<file path="src/rtl/kbw_pkg.sv">
`timescale 1ns/1ps
package kbw_pkg;

    localparam int unsigned KBW_PINS       = 8;
    localparam int unsigned KBW_GROUP_PINS = 4;

    // Writable control bits: group enable and the four individual enables
    localparam logic [7:0] KBW_CTRL_WMASK = 8'hF1;

    localparam logic [1:0] KBW_A_CTRL = 2'd0;
    localparam logic [1:0] KBW_A_FLAG = 2'd1;
    localparam logic [1:0] KBW_A_MASK = 2'd2;

    typedef enum logic [1:0] {
        EDG_START = 2'd0,
        EDG_HIGH  = 2'd1,
        EDG_LOW   = 2'd2
    } edge_state_e;

    typedef enum logic {
        FLG_IDLE = 1'b0,
        FLG_PEND = 1'b1
    } flag_state_e;

    // Expand control bits into one enable per pin
    function automatic logic [KBW_PINS-1:0] pin_enables(input logic [7:0] ctrl);
        logic [KBW_PINS-1:0] en;
        for (int i = 0; i < int'(KBW_PINS); i++) begin
            if (i < int'(KBW_GROUP_PINS)) en[i] = ctrl[0];
            else                          en[i] = ctrl[i];
        end
        return en;
    endfunction

endpackage

</file>
<file path="src/rtl/kbw_sync.sv">
`timescale 1ns/1ps
module kbw_sync #(
    parameter int unsigned WIDTH  = 8,
    parameter int unsigned STAGES = 2
) (
    input  logic             clk,
    input  logic             rst_n,
    input  logic [WIDTH-1:0] din,
    output logic [WIDTH-1:0] dout
);

    logic [WIDTH-1:0] stage_q [STAGES];

    always_ff @(posedge clk or negedge rst_n) begin
        if (!rst_n) begin
            for (int s = 0; s < int'(STAGES); s++) stage_q[s] <= '0;
        end else begin
            stage_q[0] <= din;
            for (int s = 1; s < int'(STAGES); s++) stage_q[s] <= stage_q[s-1];
        end
    end

    assign dout = stage_q[STAGES-1];

endmodule

</file>
<file path="src/rtl/kbw_edge_fsm.sv">
`timescale 1ns/1ps
module kbw_edge_fsm
    import kbw_pkg::*;
(
    input  logic clk,
    input  logic rst_n,
    input  logic level,
    output logic fall
);

    edge_state_e state_q, state_d;

    always_ff @(posedge clk or negedge rst_n) begin
        if (!rst_n) state_q <= EDG_START;
        else        state_q <= state_d;
    end

    always_comb begin
        state_d = state_q;
        unique case (state_q)
            EDG_START: state_d = level ? EDG_HIGH : EDG_LOW;
            EDG_HIGH:  if (!level) state_d = EDG_LOW;
            EDG_LOW:   if (level)  state_d = EDG_HIGH;
            default:   state_d = EDG_START;
        endcase
    end

    // Output process: the EDG_HIGH -> EDG_LOW transition emits the pulse
    always_comb begin
        fall = 1'b0;
        unique case (state_q)
            EDG_HIGH: fall = !level;
            default:  fall = 1'b0;
        endcase
    end

    // a pulse never lasts two cycles
    p_single_pulse_r6: assert property (@(posedge clk) disable iff (!rst_n)
        fall |=> !fall);

    // a pulse needs the level to have been high one cycle earlier
    p_fall_from_high_r5: assert property (@(posedge clk) disable iff (!rst_n)
        fall |-> ($past(level) && !level));

endmodule

</file>
<file path="src/rtl/kbw_regs.sv">
`timescale 1ns/1ps
module kbw_regs
    import kbw_pkg::*;
(
    input  logic       clk,
    input  logic       rst_n,
    input  logic       wr_en,
    input  logic [1:0] addr,
    input  logic [7:0] wdata,
    input  logic       event_any,
    output logic [7:0] ctrl,
    output logic       flag,
    output logic       mask,
    output logic [7:0] rdata
);

    logic [7:0]  ctrl_q;
    logic        mask_q;
    flag_state_e flag_q, flag_d;
    logic        sw_clear;

    assign sw_clear = wr_en && (addr == KBW_A_FLAG) && !wdata[0];

    always_ff @(posedge clk or negedge rst_n) begin
        if (!rst_n) begin
            ctrl_q <= 8'h00;
            mask_q <= 1'b1;
        end else if (wr_en) begin
            if (addr == KBW_A_CTRL) ctrl_q <= wdata & KBW_CTRL_WMASK;
            if (addr == KBW_A_MASK) mask_q <= wdata[0];
        end
    end

    always_ff @(posedge clk or negedge rst_n) begin
        if (!rst_n) flag_q <= FLG_IDLE;
        else        flag_q <= flag_d;
    end

    // A detection takes priority over a clear in the same cycle
    always_comb begin
        flag_d = flag_q;
        unique case (flag_q)
            FLG_IDLE: if (event_any) flag_d = FLG_PEND;
            FLG_PEND: if (sw_clear && !event_any) flag_d = FLG_IDLE;
            default:  flag_d = FLG_IDLE;
        endcase
    end

    always_comb begin
        flag = (flag_q == FLG_PEND);
        unique case (addr)
            KBW_A_CTRL: rdata = ctrl_q;
            KBW_A_FLAG: rdata = {7'd0, flag};
            KBW_A_MASK: rdata = {7'd0, mask_q};
            default:    rdata = 8'h00;
        endcase
    end

    assign ctrl = ctrl_q;
    assign mask = mask_q;

    p_flag_set_r7: assert property (@(posedge clk) disable iff (!rst_n)
        event_any |=> flag);

    p_flag_clear_r7: assert property (@(posedge clk) disable iff (!rst_n)
        (sw_clear && !event_any) |=> !flag);

    p_set_wins_r8: assert property (@(posedge clk) disable iff (!rst_n)
        (sw_clear && event_any) |=> flag);

    p_reserved_zero_r2: assert property (@(posedge clk) disable iff (!rst_n)
        (addr == KBW_A_CTRL) |-> (rdata[3:1] == 3'b000));

endmodule

</file>
<file path="src/rtl/kbw_top.sv">
`timescale 1ns/1ps
module kbw_top
    import kbw_pkg::*;
#(
    parameter int unsigned SYNC_STAGES = 2
) (
    input  logic       clk,
    input  logic       rst_n,
    input  logic [7:0] key_pins,
    input  logic       wr_en,
    input  logic [1:0] addr,
    input  logic [7:0] wdata,
    output logic [7:0] rdata,
    output logic       irq,
    output logic       wake
);

    logic [KBW_PINS-1:0] pins_s;
    logic [KBW_PINS-1:0] fall_vec;
    logic [KBW_PINS-1:0] pin_en;
    logic [7:0]          ctrl;
    logic                flag;
    logic                mask;

    kbw_sync #(.WIDTH(KBW_PINS), .STAGES(SYNC_STAGES)) u_sync (
        .clk  (clk),
        .rst_n(rst_n),
        .din  (key_pins),
        .dout (pins_s)
    );

    for (genvar p = 0; p < int'(KBW_PINS); p++) begin : g_pin
        kbw_edge_fsm u_edge (
            .clk  (clk),
            .rst_n(rst_n),
            .level(pins_s[p]),
            .fall (fall_vec[p])
        );
    end

    assign pin_en = pin_enables(ctrl);
    assign wake   = |(fall_vec & pin_en);

    kbw_regs u_regs (
        .clk      (clk),
        .rst_n    (rst_n),
        .wr_en    (wr_en),
        .addr     (addr),
        .wdata    (wdata),
        .event_any(wake),
        .ctrl     (ctrl),
        .flag     (flag),
        .mask     (mask),
        .rdata    (rdata)
    );

    assign irq = flag && !mask;

    // no wake unless some enable bit is set
    p_wake_needs_enable_r3: assert property (@(posedge clk) disable iff (!rst_n)
        wake |-> (ctrl[0] || (|ctrl[7:4])));

    p_irq_follows_r9: assert property (@(posedge clk) disable iff (!rst_n)
        (wake && !mask && !(wr_en && addr == KBW_A_MASK)) |=> irq);

endmodule

</file>
<file path="config.mk">
export PLATFORM = sky130hd
export DESIGN_NAME = kbw_top
export DESIGN_NICKNAME = d
export VERILOG_FILES = /design/src/rtl/kbw_pkg.sv /design/src/rtl/kbw_sync.sv /design/src/rtl/kbw_edge_fsm.sv /design/src/rtl/kbw_regs.sv /design/src/rtl/kbw_top.sv
export SDC_FILE = /design/constraint.sdc
export NUM_CORES = 1
export LEC_CHECK = 0
export BUFFER_PORTS_ARGS = -buffer_cell sky130_fd_sc_hd__buf_2
export CORE_ASPECT_RATIO = 1.1
export CORE_MARGIN = 2
export CORE_UTILIZATION = 47
export CTS_CLUSTER_DIAMETER = 80
export DETAILED_ROUTE_END_ITERATION = 10
export PLACE_DENSITY_LB_ADDON = 0.1
export SLEW_MARGIN = 0
export SYNTH_ARGS = -nofsm -noshare
export SYNTH_HDL_FRONTEND = slang
export SYNTH_SLANG_ARGS = --single-unit
</file>
<file path="constraint.sdc">
create_clock -name clk -period 1.6 [get_ports clk]
set_input_delay 0.16 -clock clk [delete_from_list [all_inputs] [get_ports clk]]
set_output_delay 0.16 -clock clk [all_outputs]
set_load 0.01 [all_outputs]
</file>
==> flow_summary.ini, run 1 <==
[run_status]
status = finished with violations
failed_checks = setup timing

[synth]
netlist_area_mm2 = 0.00140
synth-warning-count = 0
yosys_most_used_dff = sky130_fd_sc_hd__dfrtp_1
post_synth_most_frequent_cells = 38 x sky130_fd_sc_hd__dfrtp_1, 8 x sky130_fd_sc_hd__a21boi_0, 8 x sky130_fd_sc_hd__a21oi_1
synth.most_common_cell = sky130_fd_sc_hd__dfrtp_1
synth_area_per_cell_um2 = 15.0
number_of_unique_standard_cell_types_used_by_synthesis = 26
synth_top_cell_by_area = sky130_fd_sc_hd__dfrtp_1
synthDominantCellAreaShare_pct = 68.2
cell_types_occupying_the_most_area_after_synthesis = sky130_fd_sc_hd__dfrtp_1 68%, sky130_fd_sc_hd__mux2_4 5.4%, sky130_fd_sc_hd__a21boi_0 4.3%
postSynthRegisterBits = 39
count_of_flip_flops_with_a_built_in_enable_after_synthesis = 0
syn_inst = 93
synth_async_sr_flop_share_pct = 100
synth_sequential_area_ratio_pct = 70.0

[critical_path]
critical_path.cell_chain = nor4bb_4 -> nor4_2 -> nand2_1 -> buf_2
critical-path-top-delay-family = simple AND/OR/NAND/NOR gates
cp.buffers_inverters = 1
max_stage_delay_ps = 410
cp-start-kind = flop
critical_path_class = flop to output port
critPathSlowestCell = sky130_fd_sc_hd__dfrtp_1
worst_ep_required_time_ps = 1440
worstSetupEndpointType = output port
number_of_cells_on_the_critical_path = 4
crit_arrival_ps = 1450
path_max_fanout = 3
regToRegEndpoint = u_regs.flag
minimum_setup_slack_among_reg_to_reg_paths_ps = 520
setup.worst_path.end = wake
r2r_cells = 3
crit_start = u_regs.ctrl[6]
worst_r2r_startpoint = u_regs.ctrl[6]

[die]
floorplan.initialDensity_pct = 49.8
overall_die_width_um = 55.9
pin_count = 31
fp.coreArea_mm2 = 0.00280
die_height_um = 61.1
rows = 20
die_area_mm2 = 0.00342

[global_route]
grt_max_degree = 21
grt_pass1_vias = 797
grt_first_pass_wirelength_um = 3820
grt.total_usage_pct = 15.7
antenna_violations_before_repair = 0
grt_remaining_overflow = 0

[pwr]
power.leakage_nw = 0.852
fin_total_pwr_w = 0.00206
power_density_mw_per_mm2 = 1140
worst_ir_drop_vdd_mv = 0.766

[cts]
clk-insertion-delay-late_ps = 340
clock_buffer_count_from_cts = 5
cts.path.max_buffers = 2
cts_max_level = 2
clkTransAtPathRegs_ps = 110
cts_root_buf = sky130_fd_sc_hd__clkbuf_4
tritoncts = built
cts_sinks = 39

[sta]
finalCriticalPeriod_ps = 1610
final.setup.worst_slack_ps = -13.4
setup_repair_after_global_routing_missed_its_margin = true
layout_worst_path_cycle_share_pct = 101
number_of_max_slew_violations_in_the_final_report = 0
setup_viol = 1
max_clock_freq_mhz = 620
hold_violations = 0
worst_hold_slack_ps = 46.4
fin_skew_ps = 7.08
tns_ps = -13.4

[layout]
final_cell_count_no_fill = 169
areaGrowthSynthToFinish_pct = 29.7
final_area_mm2 = 0.00181
n_antenna_cell = 0
final_layout_size_suffix_gt1_share_pct = 41.9
layout.nets = 156

[detailed_routing]
detailroute.via_count = 848
drt_pass1_iterations = 3
antenna_left = 0
drcViolationCount = 0
totalWireLength_um = 2230
drt-initial-drc-count = 17
post_drt_wl_per_cell_um = 13.2
via_per_inst = 5.02

[place]
place_congestion = 0.723
place.port_buffers = 24
placed_area_mm2 = 0.00155
dpl.hpwl_um = 1450
placedCellCount = 149

[job]
max_cap_violations = 0

[min_path]
hold_wc_path_type = input port to flop
cell usage in the layout, fill, tap and decap left out, types with 2 or more instances in the layout:
master	count
sky130_fd_sc_hd__and2_2	4
sky130_fd_sc_hd__dfrtp_1	38
sky130_fd_sc_hd__a21oi_1	8
sky130_fd_sc_hd__nand2_1	4
sky130_fd_sc_hd__buf_2	24
sky130_fd_sc_hd__conb_1	3
sky130_fd_sc_hd__nor4bb_4	2
sky130_fd_sc_hd__mux2_4	5
sky130_fd_sc_hd__a21boi_0	8
sky130_fd_sc_hd__dlygate4sd3_1	9
sky130_fd_sc_hd__clkbuf_4	5
sky130_fd_sc_hd__buf_4	3
sequential cells by signal, indices dropped and copies added (netlist names):
name / cells
g_pin.u_edge.state_q: 16
u_regs.ctrl: 5
u_regs.flag: 1
u_regs.mask: 1
u_sync.dout: 8
u_sync.stage_q: 8
where the power goes:
group	internal, W	switching (W)
clock	0.000369	0.000310
sequential	0.00107	0.0000595
combinational	0.000151	0.0000955
layer usage:
metal | global-route usage (%) | part of all wire, % | wire [µm]
met2 | 24.5 | 49 | 1090
met4 | 8.16 | 2.2 | 50
met5 | 0 | 0 | 0
met1 | 19.2 | 43 | 965
met3 | 6.51 | 5.4 | 120
worst register-to-register path, delay by kind of cell, from the launching register on:
| family | cells | cell delay [ps] |
|---|---|---|
| simple gates | 3 | 550 |
| flops | 1 | 410 |
cell type report:
class / instances / area (µm²)
clock buffer: 6 / 51.3
clock inverter: 2 / 35.0
fill: 207 / 993
multi-input combinational: 51 / 448
tap: 33 / 41.3
sequential: 39 / 977
inverter: 1 / 3.75
timing repair buffer: 37 / 253
metrics by stage:
step | utilization (%) | worst slack [ps]
floorplan | - | 490
global route | 64.6 | -113
CTS | 64.6 | -33.2
detailed placement | 55.3 | 310
global placement | 55.3 | 336
finish | 64.6 | -13.4
worst min-delay path by stage:
stage                        start                          to  slack [ps]  cells after the start
after CTS                 wdata[4]              u_regs.ctrl[4]          30                      2
final                     wdata[7]              u_regs.ctrl[7]          50                      2
after global routing      wdata[7]              u_regs.ctrl[7]          20                      2
after floorplan              rst_n  g_pin[0].u_edge.state_q[0]        -140                      0
after global placement       rst_n              u_regs.ctrl[5]         140                      1
after detailed placement     rst_n              u_regs.ctrl[5]         150                      1
timing repair:
action                                 in CTS  in global routing
gates resized for setup                     9                  0
endpoints found under the hold margin      26                  0
hold buffers                                9                  0
setup buffers                               3                  0
pin swaps                                   4                  0
setup endpoints to repair                   1                  1
kinds of logic after synthesis:
group	after synthesis	share of synthesized area [%]
AO/OA/AOI/OAI	19	8.70
buffers and inverters	5	2.69
flip-flops	39	70.0
multiplexers	7	6.91
other	1	0.269
AND/OR/NAND/NOR	22	11.4
No activity file was read; power rests on OpenSTA's default activity.
==> inputs of run 2 (changes only) <==
--- a/config.mk
+++ b/config.mk
@@ -5,6 +5,7 @@
 export SDC_FILE = /design/constraint.sdc
 export NUM_CORES = 1
 export LEC_CHECK = 0
+export ABC_AREA = 1
 export BUFFER_PORTS_ARGS = -buffer_cell sky130_fd_sc_hd__buf_2
 export CORE_ASPECT_RATIO = 1.1
 export CORE_MARGIN = 2
@@ -12,6 +13,7 @@
 export CTS_CLUSTER_DIAMETER = 80
 export DETAILED_ROUTE_END_ITERATION = 10
 export PLACE_DENSITY_LB_ADDON = 0.1
+export SKIP_CTS_REPAIR_TIMING = 1
 export SLEW_MARGIN = 0
 export SYNTH_ARGS = -nofsm -noshare
 export SYNTH_HDL_FRONTEND = slang
==> run 2 against run 1 <==
  * The run now ends clean
  * Worst hold slack better by 14 ps
  * Worst setup slack improved by 130 ps
  * Utilization shrank 2.7 points
  * Synthesized cell count grew 31%
  * Register-to-register slack gained 110 ps
  * Flip-flop and latch count is the same
  * Power is 3.8% lower
  * Critical path depth up 1
  * First-iteration DRC count increased to 2.7 times the previous value
  * Sequential share of layout area grew 2.8 points
  * Sequential power is essentially flat
  * Critical endpoint unchanged
  * Largest power group unchanged
==> flow_summary.ini, run 2 <==
[job]
max_cap_violations = 0

[cts]
cts_max_level = 2
cts_root_buf = sky130_fd_sc_hd__clkbuf_4
tritoncts = built
cts_sinks = 39
clk-insertion-delay-late_ps = 340
clkTransAtPathRegs_ps = 110
cts.path.max_buffers = 2
clock_buffer_count_from_cts = 5

[synth]
synth_async_sr_flop_share_pct = 100
synthDominantCellAreaShare_pct = 69.1
postSynthRegisterBits = 39
synth_top_cell_by_area = sky130_fd_sc_hd__dfrtp_1
synth_sequential_area_ratio_pct = 71.0
syn_inst = 122
synth_area_per_cell_um2 = 11.3
cell_types_occupying_the_most_area_after_synthesis = sky130_fd_sc_hd__dfrtp_1 69%, sky130_fd_sc_hd__a21oi_1 5.8%, sky130_fd_sc_hd__inv_1 4.6%
synth.most_common_cell = sky130_fd_sc_hd__dfrtp_1
yosys_most_used_dff = sky130_fd_sc_hd__dfrtp_1
synth-warning-count = 0
netlist_area_mm2 = 0.00138
count_of_flip_flops_with_a_built_in_enable_after_synthesis = 0
post_synth_most_frequent_cells = 38 x sky130_fd_sc_hd__dfrtp_1, 17 x sky130_fd_sc_hd__inv_1, 16 x sky130_fd_sc_hd__a21oi_1
number_of_unique_standard_cell_types_used_by_synthesis = 15

[critical_path]
critical-path-top-delay-family = flip-flops
max_stage_delay_ps = 460
critical_path.cell_chain = nand4_1 -> nand2_1 -> nor2_1 -> nand2_1 -> buf_2
cp-start-kind = flop
cpMostUsedCell = sky130_fd_sc_hd__nand2_1
critPathSlowestCell = sky130_fd_sc_hd__dfrtp_1
critical_path_class = flop to output port
path_max_fanout = 6
worstSetupEndpointType = output port
number_of_cells_on_the_critical_path = 5
cp.buffers_inverters = 1
r2r_cells = 4
worst_ep_required_time_ps = 1440
crit_arrival_ps = 1330

[min_path]
hold-path-cell-count = 3
hold_wc_path_type = input port to flop

[pwr]
power_density_mw_per_mm2 = 1150
worst_ir_drop_vdd_mv = 0.818
power.leakage_nw = 0.889

[global_route]
grt_remaining_overflow = 0
grt_max_degree = 22
grt_pass1_vias = 770
grt.total_usage_pct = 13.6
antenna_violations_before_repair = 0
grt_first_pass_wirelength_um = 3330

[die]
fp.coreArea_mm2 = 0.00278
die_height_um = 60.8
overall_die_width_um = 55.6
floorplan.initialDensity_pct = 49.5
rows = 20
pin_count = 31
die_area_mm2 = 0.00338

[layout]
most_frequent_standard_cell_in_the_layout_excluding_fill_and_tap_cells = sky130_fd_sc_hd__dfrtp_1
final_area_mm2 = 0.00172
num-fill-cells = 238
largest_register = g_pin.u_edge.state_q
final_cell_mix = 38 x sky130_fd_sc_hd__dfrtp_1, 24 x sky130_fd_sc_hd__buf_2, 17 x sky130_fd_sc_hd__inv_1
fin_util_pct = 61.9
largest_register_ff_count = 16
final_layout_size_suffix_gt1_share_pct = 22.1
areaGrowthSynthToFinish_pct = 24.9
n_antenna_cell = 0
layout.nets = 183

[place]
place.port_buffers = 24
dpl.hpwl_um = 1500
placed_area_mm2 = 0.00154
place_congestion = 0.894
preCtsSetupSlack_ps = 485

[detailed_routing]
via_per_inst = 4.73
drcViolationCount = 0
totalWireLength_um = 2100
antenna_left = 0
drt-initial-drc-count = 46
drt_pass1_iterations = 4
detailroute.via_count = 927
post_drt_wl_per_cell_um = 10.7

[sta]
fin_skew_ps = 7.22
setup_repair_after_global_routing_missed_its_margin = false
final.setup.worst_slack_ps = 113
finalCriticalPeriod_ps = 1490
hold_violations = 0
max_clock_freq_mhz = 672
tns_ps = 0
layout_worst_path_cycle_share_pct = 93.0
number_of_max_slew_violations_in_the_final_report = 0
setup_viol = 0

[run_status]
status = completed
[run 2: cell count changes after synthesis, sizes merged, moves of 5 or more]
cell,before,now
nand2,4,9
nand3,1,10
nor2,1,16
inv,1,17
mux2,6,0
and2,5,0
a21oi,8,16
[run 2: cell families (layout without fill, tap and decap cells)]
family	count (synthesis)	in the layout	share of synthesized area (%)
flip-flops	39	39	71.0
AO/OA/AOI/OAI	23	23	9.09
AND/OR/NAND/NOR	39	39	13.4
buffers and inverters	20	59	6.27
other	1	3	0.272
[run 2: final timing paths]
path,endpoint,slack (ps),start
worst max-delay path,wake,110,u_regs.ctrl[0]
worst min-delay path,u_regs.ctrl[4],60,wdata[4]
worst max register to register,u_regs.flag,630,u_regs.ctrl[0]
worst min register to register,u_sync.dout[2],360,u_sync.stage_q[10]
max in group asynchronous,g_pin[4].u_edge.state_q[1],860,rst_n
min in group asynchronous,g_pin[1].u_edge.state_q[0],280,rst_n
[run 2: layout make-up]
cell class | count | area [µm²] | share of cell area [%]
clock buffers | 6 | 51.3 | 2.98
inverters | 17 | 63.8 | 3.71
repair buffers | 34 | 230 | 13.4
well taps | 33 | 41.3 | 2.40
multi-input cells | 65 | 320 | 18.6
flip-flops and latches | 39 | 977 | 56.8
clock inverters | 2 | 35.0 | 2.04
[run 2: through the flow]
step / total power [W] / instances / hold WS (ps)
finish: 0.00198 / 196 / 60.4
CTS: 0.00199 / 187 / -253
global route: 0.00209 / 196 / 51.6
floorplan: 0.00122 / 124 / -136
detailed placement: 0.00131 / 179 / 134
global placement: 0.00130 / 179 / 123
[run 2: tightest hold or removal path, cell delays in order]
cell	delay, ps
sky130_fd_sc_hd__buf_2	70
sky130_fd_sc_hd__nor2_1	30
sky130_fd_sc_hd__a21oi_1	100
[run 2: per-layer routing]
metal	share of wire (%)	up-vias	global-route usage [%]	wire length (µm)
li1	-	466	-	-
met1	46	425	17.4	957
met2	45	31	19.7	950
met3	7.4	5	6.82	156
met4	1.7	0	6.27	36
met5	0	-	0	0
[run 2: power breakdown]
part,internal (W),switching [W],total (W)
logic,0.0000879,0.000104,0.000192
clock network,0.000369,0.000302,0.000672
registers,0.00106,0.0000493,0.00111
==> inputs of run 3 (changes only) <==
==> constraint.sdc (replaced) <==
create_clock -name clk -period 1.6 [get_ports clk]
set_input_delay 0.24 -clock clk [delete_from_list [all_inputs] [get_ports clk]]
set_output_delay 0.24 -clock clk [all_outputs]
set_load 0.01 [all_outputs]
==> run 3 against run 2 <==
  * Final area is 0.22% higher
  * Flip-flop and latch count stayed put
  * Register-to-register slack better by 40 ps
  * Critical path type unchanged
  * Global-route usage is 1.3 points higher
  * Die area stayed put
  * Clock skew is 3.2 ps lower
  * Largest power group unchanged
==> flow_summary.ini, run 3 (same netlist as run 2, synthesis figures left out) <==
[cts]
cts_sinks = 39
clock_buffer_count_from_cts = 5
cts_root_buf = sky130_fd_sc_hd__clkbuf_4
clk-insertion-delay-late_ps = 340
tritoncts = built
clkTransAtPathRegs_ps = 110
cts.path.max_buffers = 2
cts_max_level = 2

[die]
floorplan.initialDensity_pct = 49.5
pin_count = 31
die_height_um = 60.8
overall_die_width_um = 55.6
fp.coreArea_mm2 = 0.00278
die_area_mm2 = 0.00338
rows = 20

[min_path]
hold-path-cell-count = 3
whs_endpoint = u_regs.ctrl[6]
worstHoldStart = wdata[6]
hold_wc_path_type = input port to flop

[layout]
multi_input_area_um2 = 323
final_layout_size_suffix_gt1_share_pct = 23.3
final_cell_mix = 37 x sky130_fd_sc_hd__dfrtp_1, 24 x sky130_fd_sc_hd__buf_2, 17 x sky130_fd_sc_hd__inv_1
final_area_mm2 = 0.00172
combined_flip_flop_and_latch_cell_area_um2 = 978
largest_register_ff_count = 16
n_antenna_cell = 0
num-fill-cells = 236
layout.nets = 183
most_frequent_standard_cell_in_the_layout_excluding_fill_and_tap_cells = sky130_fd_sc_hd__dfrtp_1
areaGrowthSynthToFinish_pct = 25.2
largest_register = g_pin.u_edge.state_q

[place]
placed_area_mm2 = 0.00154
dpl.hpwl_um = 1570
place_congestion = 0.873
place.port_buffers = 24

[global_route]
grt_first_pass_wirelength_um = 3670
grt.total_usage_pct = 14.9
grt_pass1_vias = 893
antenna_violations_before_repair = 0
grt_remaining_overflow = 0
grt_max_degree = 22

[sta]
fin_skew_ps = 3.99
setup_viol = 0
hold_violations = 0
finalCriticalPeriod_ps = 1530
max_clock_freq_mhz = 653
layout_worst_path_cycle_share_pct = 95.8
worst_hold_slack_ps = 144
number_of_max_slew_violations_in_the_final_report = 0
setup_repair_after_global_routing_missed_its_margin = true

[detailed_routing]
drt-initial-drc-count = 41
antenna_left = 0
totalWireLength_um = 2210
detailroute.via_count = 914
via_per_inst = 4.66
drcViolationCount = 0
drt_pass1_iterations = 4
post_drt_wl_per_cell_um = 11.3

[pwr]
power_density_mw_per_mm2 = 1150
power.leakage_nw = 0.888
switching_share_pct = 23.5
internal_power_w = 0.00152
net-switching-power_w = 0.000467
share_seq_of_total_power_pct = 56.0
pwr-share-clk_pct = 34.1
share_comb_of_total_power_pct = 9.8
worst_ir_drop_vdd_mv = 0.917

[critical_path]
minimum_setup_slack_among_reg_to_reg_paths_ps = 670
path_max_fanout = 6
worstSetupEndpointType = output port
r2r_cells = 4
regToRegEndpoint = u_regs.flag
worst_ep_required_time_ps = 1360
critical_path_class = flop to output port
crit_arrival_ps = 1290
cp-start-kind = flop
worst_r2r_startpoint = u_regs.ctrl[0]

[run_status]
status = completed

[job]
max_cap_violations = 0
-- run 3: cell counts in the layout (fill, tap and decap cells not counted) --
No cell type changed its count.
-- run 3: layer usage --
metal | track usage, % | share of wire [%] | wire (µm)
met5 | 0 | 0 | 0
met1 | 17.7 | 47 | 1030
met4 | 8.71 | 0.86 | 19
met2 | 22.8 | 46 | 1030
met3 | 6.82 | 6.0 | 133
-- run 3: worst max-delay path, cell delays in order (launching register included) --
cell and delay (ps):
sky130_fd_sc_hd__dfrtp_2 460, sky130_fd_sc_hd__nand4_1 100, sky130_fd_sc_hd__nand2_1 70, sky130_fd_sc_hd__nor2_2 120, sky130_fd_sc_hd__nand2_1 70, sky130_fd_sc_hd__buf_2 140
-- run 3: area by class of cell --
cell class	instances	area share (%)
flip-flops and latches	39	56.8
multi-input cells	65	18.7
repair buffers	34	13.4
inverters	17	3.70
clock buffers	6	2.98
well taps	33	2.40
clock inverters	2	2.03
-- run 3: power by group through the flow --
stage / sequential (W) / combinational (W) / clock [W]
after floorplan: 0.00112 / 0.000102 / 0
after global placement: 0.00113 / 0.000174 / 0
after detailed placement: 0.00113 / 0.000181 / 0
after CTS: 0.00111 / 0.000181 / 0.000700
after global routing: 0.00113 / 0.000223 / 0.000745
final: 0.00112 / 0.000195 / 0.000679
-- run 3: worst max path at each step --
| stage | depth (start not counted) | endpoint | start | slack, ps |
|---|---|---|---|---|
| after CTS | 5 | wake | u_regs.ctrl[0] | 2 |
| after global routing | 5 | wake | u_regs.ctrl[0] | -20 |
| after global placement | 5 | wake | u_regs.ctrl[0] | 400 |
| after detailed placement | 5 | wake | u_regs.ctrl[0] | 400 |
| after floorplan | 4 | wake | u_regs.ctrl[0] | 600 |
| final | 5 | wake | u_regs.ctrl[0] | 70 |
-- run 3: through the flow --
| stage | setup TNS (ps) | worst slack [ps] | cells | utilization, % | total power, W |
|---|---|---|---|---|---|
| floorplan | 0 | 603 | 124 | - | 0.00122 |
| global placement | 0 | 396 | 179 | 55.5 | 0.00130 |
| detailed placement | 0 | 396 | 179 | 55.5 | 0.00131 |
| CTS | 0 | 2.32 | 187 | 58.6 | 0.00199 |
| global route | -17.7 | -17.7 | 196 | 62.0 | 0.00209 |
| finish | 0 | 68.0 | 196 | 62.0 | 0.00199 |
